<file path="config.mk">
export PLATFORM = sky130hd
export DESIGN_NAME = tsense_avg_ctrl
export DESIGN_NICKNAME = d
export VERILOG_FILES = /design/src/rtl/tsa_pkg.sv /design/src/rtl/tsa_settle.sv /design/src/rtl/tsa_seq.sv /design/src/rtl/tsa_regs.sv /design/src/rtl/tsense_avg_ctrl.sv
export SDC_FILE = /design/constraint.sdc
export NUM_CORES = 1
export LEC_CHECK = 0
export ABC_AREA = 1
export BUFFER_PORTS_ARGS = -buffer_cell sky130_fd_sc_hd__buf_2
export CAP_MARGIN = 20
export CORE_MARGIN = 3
export CORE_UTILIZATION = 35
export CTS_CLUSTER_DIAMETER = 30
export DETAILED_ROUTE_END_ITERATION = 6
export PLACE_DENSITY = 0.54
export SYNTH_ARGS = -nofsm -noshare
export SYNTH_HDL_FRONTEND = slang
export SYNTH_SLANG_ARGS = --single-unit
</file>
<file path="constraint.sdc">
create_clock -name clk -period 4.2 [get_ports clk]
set_input_delay 0.84 -clock clk [delete_from_list [all_inputs] [get_ports clk]]
set_output_delay 0.84 -clock clk [all_outputs]
set_load 0.02 [all_outputs]
</file>
<file path="src/rtl/tsa_pkg.sv">
package tsa_pkg;
  // Register byte offsets; software depends on these values.
  localparam logic [7:0] OFS_SUPPLY = 8'h00;
  localparam logic [7:0] OFS_TRIG   = 8'h04;
  localparam logic [7:0] OFS_MODE   = 8'h08;
  localparam logic [7:0] OFS_RESULT = 8'h10;
  localparam logic [7:0] OFS_STAT   = 8'h14;
  localparam logic [7:0] OFS_CMP    = 8'h18;
  localparam logic [7:0] OFS_LOW    = 8'h1C;
  localparam logic [7:0] OFS_HIGH   = 8'h20;
  localparam logic [7:0] OFS_FLAGS  = 8'h30;
  localparam logic [7:0] OFS_IEN    = 8'h34;
  localparam logic [7:0] OFS_CLR    = 8'h38;

  // Mode register bit positions
  localparam int MODE_CONT_BIT = 4;
  localparam int MODE_AVG_BIT  = 9;

  typedef enum logic [0:0] {SQ_IDLE = 1'b0, SQ_RUN = 1'b1} sq_state_e;
endpackage

</file>
<file path="src/rtl/tsa_settle.sv">
module tsa_settle #(
  parameter int SETTLE_CYC = 120
) (
  input  logic clk,
  input  logic rst_n,
  input  logic pwr_on_i,
  output logic ready_o
);
  localparam int CW = $clog2(SETTLE_CYC + 1);
  localparam logic [CW-1:0] LIMIT = CW'(SETTLE_CYC);

  logic [CW-1:0] cnt_q;

  always_ff @(posedge clk or negedge rst_n) begin
    if (!rst_n) begin
      cnt_q <= '0;
    end else if (!pwr_on_i) begin
      cnt_q <= '0;
    end else if (cnt_q != LIMIT) begin
      cnt_q <= cnt_q + 1'b1;
    end
  end

  assign ready_o = pwr_on_i && (cnt_q == LIMIT);
endmodule

</file>
<file path="src/rtl/tsa_seq.sv">
module tsa_seq
  import tsa_pkg::*;
#(
  parameter int CODE_W      = 12,
  parameter int AVG_LOG_MAX = 3,
  localparam int LW = (AVG_LOG_MAX < 2) ? 1 : $clog2(AVG_LOG_MAX + 1)
) (
  input  logic              clk,
  input  logic              rst_n,
  input  logic              start_i,
  input  logic              abort_i,
  input  logic              cont_i,
  input  logic [LW-1:0]     avg_log_i,
  input  logic              use_avg_i,
  input  logic              smp_vld_i,
  input  logic [CODE_W-1:0] smp_code_i,
  output logic              smp_req_o,
  output logic              busy_o,
  output logic              fin_o,
  output logic [CODE_W-1:0] res_o
);
  localparam int SUM_W = CODE_W + AVG_LOG_MAX;
  localparam int CW    = AVG_LOG_MAX + 1;

  // Truncating mean: drop the low sh bits of the sum.
  function automatic logic [CODE_W-1:0] avg_of(input logic [SUM_W-1:0] s,
                                               input logic [LW-1:0] sh);
    logic [SUM_W-1:0] t;
    t = s >> sh;
    return t[CODE_W-1:0];
  endfunction

  // Index of the final sample for a depth of 2^sh.
  function automatic logic [CW-1:0] last_idx(input logic [LW-1:0] sh);
    logic [CW-1:0] one;
    one = 1;
    return (one << sh) - 1'b1;
  endfunction

  function automatic logic [LW-1:0] clamp_log(input logic [LW-1:0] v);
    return (int'(v) > AVG_LOG_MAX) ? LW'(AVG_LOG_MAX) : v;
  endfunction

  sq_state_e        st_q;
  logic [SUM_W-1:0] acc_q;
  logic [CW-1:0]    cnt_q;
  logic [LW-1:0]    lg_q;
  logic             avg_q;

  logic             take;
  logic             last;
  logic [SUM_W-1:0] sum_nx;

  assign busy_o    = (st_q == SQ_RUN);
  assign smp_req_o = busy_o;
  assign take      = busy_o && smp_vld_i;
  assign last      = take && (cnt_q == last_idx(lg_q));
  assign sum_nx    = acc_q + SUM_W'(smp_code_i);
  assign fin_o     = last && !abort_i;
  assign res_o     = avg_q ? avg_of(sum_nx, lg_q) : smp_code_i;

  always_ff @(posedge clk or negedge rst_n) begin
    if (!rst_n) begin
      st_q  <= SQ_IDLE;
      acc_q <= '0;
      cnt_q <= '0;
      lg_q  <= '0;
      avg_q <= 1'b0;
    end else if (abort_i) begin
      st_q  <= SQ_IDLE;
      acc_q <= '0;
      cnt_q <= '0;
    end else begin
      case (st_q)
        SQ_IDLE: begin
          if (start_i) begin
            st_q  <= SQ_RUN;
            acc_q <= '0;
            cnt_q <= '0;
            lg_q  <= clamp_log(avg_log_i);
            avg_q <= use_avg_i;
          end
        end
        SQ_RUN: begin
          if (last) begin
            acc_q <= '0;
            cnt_q <= '0;
            if (cont_i) begin
              lg_q  <= clamp_log(avg_log_i);
              avg_q <= use_avg_i;
            end else begin
              st_q <= SQ_IDLE;
            end
          end else if (take) begin
            acc_q <= sum_nx;
            cnt_q <= cnt_q + 1'b1;
          end
        end
        default: st_q <= SQ_IDLE;
      endcase
    end
  end
endmodule

</file>
<file path="src/rtl/tsa_regs.sv">
module tsa_regs
  import tsa_pkg::*;
#(
  parameter int AW     = 8,
  parameter int DW     = 32,
  parameter int CODE_W = 12,
  parameter int LW     = 2
) (
  input  logic              clk,
  input  logic              rst_n,
  input  logic              sel_i,
  input  logic              wr_i,
  input  logic [AW-1:0]     addr_i,
  input  logic [DW-1:0]     wdata_i,
  output logic [DW-1:0]     rdata_o,
  input  logic              busy_i,
  input  logic              ready_i,
  input  logic              fin_i,
  input  logic [CODE_W-1:0] res_i,
  output logic              start_o,
  output logic              pwr_ok_o,
  output logic [LW-1:0]     avg_log_o,
  output logic              cont_o,
  output logic              use_avg_o,
  output logic              cmp_en_o,
  output logic              cmp_hit_o,
  output logic              flag_done_o,
  output logic              flag_cmp_o,
  output logic              irq_o
);
  function automatic logic outside(input logic [CODE_W-1:0] c,
                                   input logic [CODE_W-1:0] lo,
                                   input logic [CODE_W-1:0] hi);
    return (c < lo) || (c > hi);
  endfunction

  function automatic logic hit(input logic [AW-1:0] a, input logic [7:0] ofs);
    return a == AW'(ofs);
  endfunction

  logic [2:0]        sup_q;
  logic [LW-1:0]     mlog_q;
  logic              mcont_q;
  logic              mavg_q;
  logic              cen_q;
  logic [CODE_W-1:0] lo_q;
  logic [CODE_W-1:0] hi_q;
  logic              ie_q;
  logic              fd_q;
  logic              fc_q;
  logic [CODE_W-1:0] res_q;

  logic we;
  logic clr_done;
  logic clr_cmp;
  logic unused_wbits;

  assign we           = sel_i && wr_i;
  assign clr_done     = we && hit(addr_i, OFS_CLR) && wdata_i[0];
  assign clr_cmp      = we && hit(addr_i, OFS_CLR) && wdata_i[1];
  assign unused_wbits = ^wdata_i;

  assign pwr_ok_o  = sup_q[0] && sup_q[2] && !sup_q[1];
  assign start_o   = we && hit(addr_i, OFS_TRIG) && wdata_i[0] && !busy_i && ready_i;
  assign cmp_hit_o = fin_i && cen_q && outside(res_i, lo_q, hi_q);

  assign avg_log_o   = mlog_q;
  assign cont_o      = mcont_q;
  assign use_avg_o   = mavg_q;
  assign cmp_en_o    = cen_q;
  assign flag_done_o = fd_q;
  assign flag_cmp_o  = fc_q;
  assign irq_o       = fc_q && ie_q;

  always_ff @(posedge clk or negedge rst_n) begin
    if (!rst_n) begin
      sup_q   <= '0;
      mlog_q  <= '0;
      mcont_q <= 1'b0;
      mavg_q  <= 1'b0;
      cen_q   <= 1'b0;
      lo_q    <= '0;
      hi_q    <= '0;
      ie_q    <= 1'b0;
      fd_q    <= 1'b0;
      fc_q    <= 1'b0;
      res_q   <= '0;
    end else begin
      if (we && hit(addr_i, OFS_SUPPLY)) begin
        sup_q <= wdata_i[2] ? wdata_i[2:0] : 3'b000;
      end
      if (we && hit(addr_i, OFS_MODE)) begin
        mlog_q  <= wdata_i[LW-1:0];
        mcont_q <= wdata_i[MODE_CONT_BIT];
        mavg_q  <= wdata_i[MODE_AVG_BIT];
      end
      if (we && hit(addr_i, OFS_CMP))  cen_q <= wdata_i[0];
      if (we && hit(addr_i, OFS_LOW))  lo_q  <= wdata_i[CODE_W-1:0];
      if (we && hit(addr_i, OFS_HIGH)) hi_q  <= wdata_i[CODE_W-1:0];
      if (we && hit(addr_i, OFS_IEN))  ie_q  <= wdata_i[1];
      if (fin_i) res_q <= res_i;
      // A new event wins over a clear in the same cycle.
      fd_q <= (fd_q && !clr_done) || fin_i;
      fc_q <= (fc_q && !clr_cmp) || cmp_hit_o;
    end
  end

  always_comb begin
    rdata_o = '0;
    if (sel_i && !wr_i) begin
      if (hit(addr_i, OFS_SUPPLY)) rdata_o[2:0] = sup_q;
      if (hit(addr_i, OFS_MODE)) begin
        rdata_o[LW-1:0]        = mlog_q;
        rdata_o[MODE_CONT_BIT] = mcont_q;
        rdata_o[MODE_AVG_BIT]  = mavg_q;
      end
      if (hit(addr_i, OFS_RESULT)) rdata_o[CODE_W-1:0] = res_q;
      if (hit(addr_i, OFS_STAT))   rdata_o[0] = busy_i;
      if (hit(addr_i, OFS_CMP))    rdata_o[0] = cen_q;
      if (hit(addr_i, OFS_LOW))    rdata_o[CODE_W-1:0] = lo_q;
      if (hit(addr_i, OFS_HIGH))   rdata_o[CODE_W-1:0] = hi_q;
      if (hit(addr_i, OFS_FLAGS))  rdata_o[1:0] = {fc_q, fd_q};
      if (hit(addr_i, OFS_IEN))    rdata_o[1] = ie_q;
    end
  end
endmodule

</file>
<file path="src/rtl/tsense_avg_ctrl.sv">
module tsense_avg_ctrl #(
  parameter int AW          = 8,
  parameter int DW          = 32,
  parameter int CODE_W      = 12,
  parameter int AVG_LOG_MAX = 3,
  parameter int SETTLE_CYC  = 120
) (
  input  logic              clk,
  input  logic              rst_n,
  input  logic              bus_sel,
  input  logic              bus_wr,
  input  logic [AW-1:0]     bus_addr,
  input  logic [DW-1:0]     bus_wdata,
  output logic [DW-1:0]     bus_rdata,
  output logic              smp_req,
  input  logic              smp_vld,
  input  logic [CODE_W-1:0] smp_code,
  output logic              cmp_irq
);
  localparam int LW = (AVG_LOG_MAX < 2) ? 1 : $clog2(AVG_LOG_MAX + 1);

  // Internal events, named for the checker.
  logic              start_evt;
  logic              fin_evt;
  logic              busy;
  logic              pwr_ok;
  logic              settle_ok;
  logic              flag_done;
  logic              flag_cmp;
  logic              cmp_en;
  logic              cmp_hit;
  logic [LW-1:0]     avg_log;
  logic              cont;
  logic              use_avg;
  logic [CODE_W-1:0] new_res;

  tsa_regs #(.AW(AW), .DW(DW), .CODE_W(CODE_W), .LW(LW)) u_regs (
    .clk(clk), .rst_n(rst_n),
    .sel_i(bus_sel), .wr_i(bus_wr), .addr_i(bus_addr), .wdata_i(bus_wdata),
    .rdata_o(bus_rdata),
    .busy_i(busy), .ready_i(settle_ok), .fin_i(fin_evt), .res_i(new_res),
    .start_o(start_evt), .pwr_ok_o(pwr_ok), .avg_log_o(avg_log),
    .cont_o(cont), .use_avg_o(use_avg), .cmp_en_o(cmp_en), .cmp_hit_o(cmp_hit),
    .flag_done_o(flag_done), .flag_cmp_o(flag_cmp), .irq_o(cmp_irq)
  );

  tsa_settle #(.SETTLE_CYC(SETTLE_CYC)) u_settle (
    .clk(clk), .rst_n(rst_n), .pwr_on_i(pwr_ok), .ready_o(settle_ok)
  );

  tsa_seq #(.CODE_W(CODE_W), .AVG_LOG_MAX(AVG_LOG_MAX)) u_seq (
    .clk(clk), .rst_n(rst_n),
    .start_i(start_evt), .abort_i(!pwr_ok), .cont_i(cont),
    .avg_log_i(avg_log), .use_avg_i(use_avg),
    .smp_vld_i(smp_vld), .smp_code_i(smp_code),
    .smp_req_o(smp_req), .busy_o(busy), .fin_o(fin_evt), .res_o(new_res)
  );
endmodule

</file>
==> impl_metrics.tcl <==
set metrics [dict create \
    wl_final_mm 14.7 \
    drt_iter0_drc 255 \
    achievable-frequency_mhz 268 \
    timing.critical_path.arrival_ns 4.01 \
    yosys_warnings 0 \
    number_of_global_route_vias_before_repair 4832 \
    min_path_type "reg2reg" \
    post_cts_resize_count 0 \
    netlist.area_leader.share_pct 34.4 \
    place.detailed.hpwl_mm 11.3 \
    routed_via_density 4.85 \
    grt_max_degree 59 \
    cell_at_the_root_of_the_clock_tree "sky130_fd_sc_hd__clkbuf_16" \
    postLayoutCoreUtil_pct 40.7 \
    antennaDiodeCount 0 \
    cts.sink_count 77 \
    period_minus_slack_ns 3.73 \
    total_power_mw 1.69 \
    cell_internal_pwr_mw 1.23 \
    place_worst_setup_slack_ns 0.111 \
    post-cts-setup-buffers 0 \
    io_buffers 50 \
    stdcell_count 1019 \
    grt_first_pass_wirelength_mm 24.2 \
    die_height_um 132 \
    critical_path_cell_by_cell "buf_2 -> ha_1 -> nand3_1 -> nand3_1 -> a21boi_1 -> nor2_1 -> a21oi_1 -> inv_1 -> nand2_1 -> nand3_1 -> nand3_1 -> nand3_1 -> and2_1 -> ha_1 -> nand4_1 -> nor3_1 -> a21oi_1 -> o211ai_1 -> o21ai_0 -> nand2_1 -> nand2_1 -> nand2_1" \
    final-hold-violation-count 0 \
    global_route.usage.met1_pct 23.8 \
    synth_seq_cells 77 \
    critPathCaptureType "flop" \
    vdd.ir_drop.worst_uv 191 \
    core_area_sq_mm 0.0154 \
    comb_power_share_pct 10.5 \
    grt_util_met3_pct 4.03 \
    design.die.area_sq_mm 0.0175 \
    max-cap-violations 0 \
    p_switching_mw 0.462 \
    slew_viol_final 0 \
    layout.filler_cells 1708 \
    crit_fanout 5 \
    place.gp.congestion 0.853 \
    io_pins 91 \
    critPathMostFrequentCell "sky130_fd_sc_hd__nand3_1" \
    netlist_area_sq_mm 0.00560 \
    dp.cells 1003 \
    tightest_slew_ns 0.790 \
    grt.total_usage_pct 17.0 \
    place_area_sq_mm 0.00600 \
    globalRouteOverflowTotal 0 \
    synth_top_area_cell "sky130_fd_sc_hd__dfrtp_1" \
    cts_buffers 9 \
    status "completed" \
    floorplan.initialDensity_pct 36.3 \
    finalNetCount 899 \
    drt_drc_violations_left 0 \
    postSynthAreaPerCell_sq_um 7.42 \
    clock_slew_at_reported_path_ffs_ns 0.07 \
    crit_path_start_kind "input pin" \
    ys_top_cells_by_area "sky130_fd_sc_hd__dfrtp_1, sky130_fd_sc_hd__nand2_1, sky130_fd_sc_hd__ha_1" \
    clock_tree.htree_level_count 3 \
    power_density_mw_per_mm2 269 \
    timing.final.ws_setup_ns 0.470 \
    chipWidth_um 132 \
    fin_hold_ws_ns 0.489 \
    syn_to_final_growth_pct 12.2 \
    placement_rows 45 \
    antenna_violations_before_repair 0 \
    setup-tns-final_ns 0 \
    detail_route.wl_per_cell_um 14.4 \
    period_share_pct 88.8 \
    max-clock-path-buffers 2 \
    clock_power_share_pct 44.4 \
    netSwitchingFraction_pct 27.4 \
    register_area_share_after_synthesis_pct 34.4 \
    ys_types 59 \
    post_route_cells_drive_above_1_share_pct 14.1 \
    sequential_fraction_of_design_power_pct 45.0 \
    grt-busiest-layer "met2" \
    first_pass_iters 5 \
    postSynthCellCount 754 \
    p_leak_nw 3.18 \
    critPathKind "in2reg" \
    drt.antenna.violating_nets 0 \
    insertion_delay_ns 0.35 \
    worst_path_max_delay_cell "sky130_fd_sc_hd__ha_1" \
    cts_hold_fix_bufs 0 \
    fin_worst_skew_ns 0.00970 \
    finalSetupViolCount 0 \
    groute.layer.met2.usage_pct 26.9 \
    rsz0062_at_grt "false" \
    worst_endpoint_required_time_ns 4.48 \
    final_cell_area_excluding_filler_cells_sq_mm 0.00628 \
    worst_path_largest_cell_delay_ns 0.37 \
    routed-via-count 4939 \
    cts_tree "built" \
    max_slew_margin_pct 47.2 \
]
[flip-flops by register name, summed over array words and instances (netlist names), 2 cells and up]
register,cells
u_seq.acc_q,15
u_regs.hi_q,12
u_regs.lo_q,12
u_regs.res_q,12
u_settle.cnt_q,7
u_seq.cnt_q,4
u_regs.sup_q,3
u_regs.avg_log_o,2
u_seq.lg_q,2
[power by group through the flow]
| stage | clock (mW) | sequential (mW) | combinational (mW) |
|---|---|---|---|
| CTS | 0.773 | 0.759 | 0.180 |
| global placement | 0 | 0.773 | 0.178 |
| global route | 0.798 | 0.761 | 0.205 |
| floorplan | 0 | 0.771 | 0.125 |
| detailed placement | 0 | 0.773 | 0.179 |
| finish | 0.750 | 0.760 | 0.178 |
[layout make-up]
cell class	count	area, sq um	share of cell area [%]
inverter	118	445	7.09
multi-input combinational	539	3050	48.6
sequential	77	1930	30.7
tap	211	264	4.20
clock buffer	11	243	3.87
timing repair buffer	58	313	4.98
clock inverter	5	35.0	0.558
[worst paths after layout]
check | depth (start not counted) | slack [ns] | end | start
worst max-delay path | 22 | 0.47 | u_regs.flag_cmp_o$_DFF_PN0_ | smp_code[2]
worst min-delay path | 2 | 0.49 | u_regs.res_q[8]$_DFFE_PN0P_ | u_regs.res_q[8]$_DFFE_PN0P_
worst max register to register | 21 | 0.72 | u_regs.flag_cmp_o$_DFF_PN0_ | u_seq.acc_q[2]$_DFFE_PN0P_
worst min register to register | 2 | 0.49 | u_regs.res_q[8]$_DFFE_PN0P_ | u_regs.res_q[8]$_DFFE_PN0P_
max in group asynchronous | 2 | 2.84 | u_regs.cont_o$_DFFE_PN0P_ | rst_n
min in group asynchronous | 1 | 0.58 | u_seq.acc_q[3]$_DFFE_PN0P_ | rst_n
[layout by cell type, fill, tap and decap left out, types with 3 or more instances in the layout]
cell                        count
sky130_fd_sc_hd__clkbuf_16      9
sky130_fd_sc_hd__nor3_1         7
sky130_fd_sc_hd__inv_2         13
sky130_fd_sc_hd__o22ai_1        6
sky130_fd_sc_hd__o21a_1         3
sky130_fd_sc_hd__buf_2         49
sky130_fd_sc_hd__conb_1        20
sky130_fd_sc_hd__nor2_1        32
sky130_fd_sc_hd__xor2_1         3
sky130_fd_sc_hd__nand3_1       69
sky130_fd_sc_hd__or2_2          5
sky130_fd_sc_hd__o21ai_0       44
sky130_fd_sc_hd__xnor2_1        6
sky130_fd_sc_hd__o211ai_1      11
sky130_fd_sc_hd__a32o_1         4
sky130_fd_sc_hd__o21ai_1       31
sky130_fd_sc_hd__a21oi_1       35
sky130_fd_sc_hd__ha_1          38
sky130_fd_sc_hd__buf_4          9
sky130_fd_sc_hd__nand4_1        3
sky130_fd_sc_hd__dfrtp_1       77
sky130_fd_sc_hd__inv_1        103
sky130_fd_sc_hd__nand2_1      177
sky130_fd_sc_hd__mux2_4         3
[metal layers]
layer | wire (um) | share of wire (%)
met5 | 0 | 0
met3 | 494 | 3.4
met4 | 197 | 1.3
met1 | 7500 | 51
met2 | 6500 | 44
[logic make-up (layout without fill, tap and decap cells)]
logic type      count (synthesis)  count (layout)  synth area share [%]
other cells                     1              20                0.0670
flops                          77              77                  34.4
compound gates                158             158                  16.9
simple gates                  310             310                  25.2
fa+ha+maj                      39              39                  8.86
xor+xnor                        9               9                  1.41
buf+inv                       157             192                  12.3
mux                             3               3                 0.805
[worst max-delay path, delay by kind of cell]
kind,cells,cell delay [ns]
simple gates,13,1.54
compound gates,5,0.79
fa+ha+maj,2,0.67
buf+inv,2,0.18
[Yosys cell counts, drive strengths merged]
cell type	n
o2111ai	1
nor4	4
a221oi	2
o211ai	12
a31oi	3
o22ai	6
clkinv	1
a21oi	36
o311ai	1
o21a	3
ha	38
nand4	4
inv	117
o21ai	76
a31o	2
a41oi	2
and2	1
nand2	180
nor3	9
or2	7
clkbuf	11
a211oi	1
a21boi	3
xnor2	6
o21bai	2
mux2	3
conb	1
nand3b	1
buf	28
nand3	69
o31ai	2
a32o	4
fa	1
nor2	35
dfrtp	77
o221ai	2
xor2	3
Power figures use the tool's default switching activity.
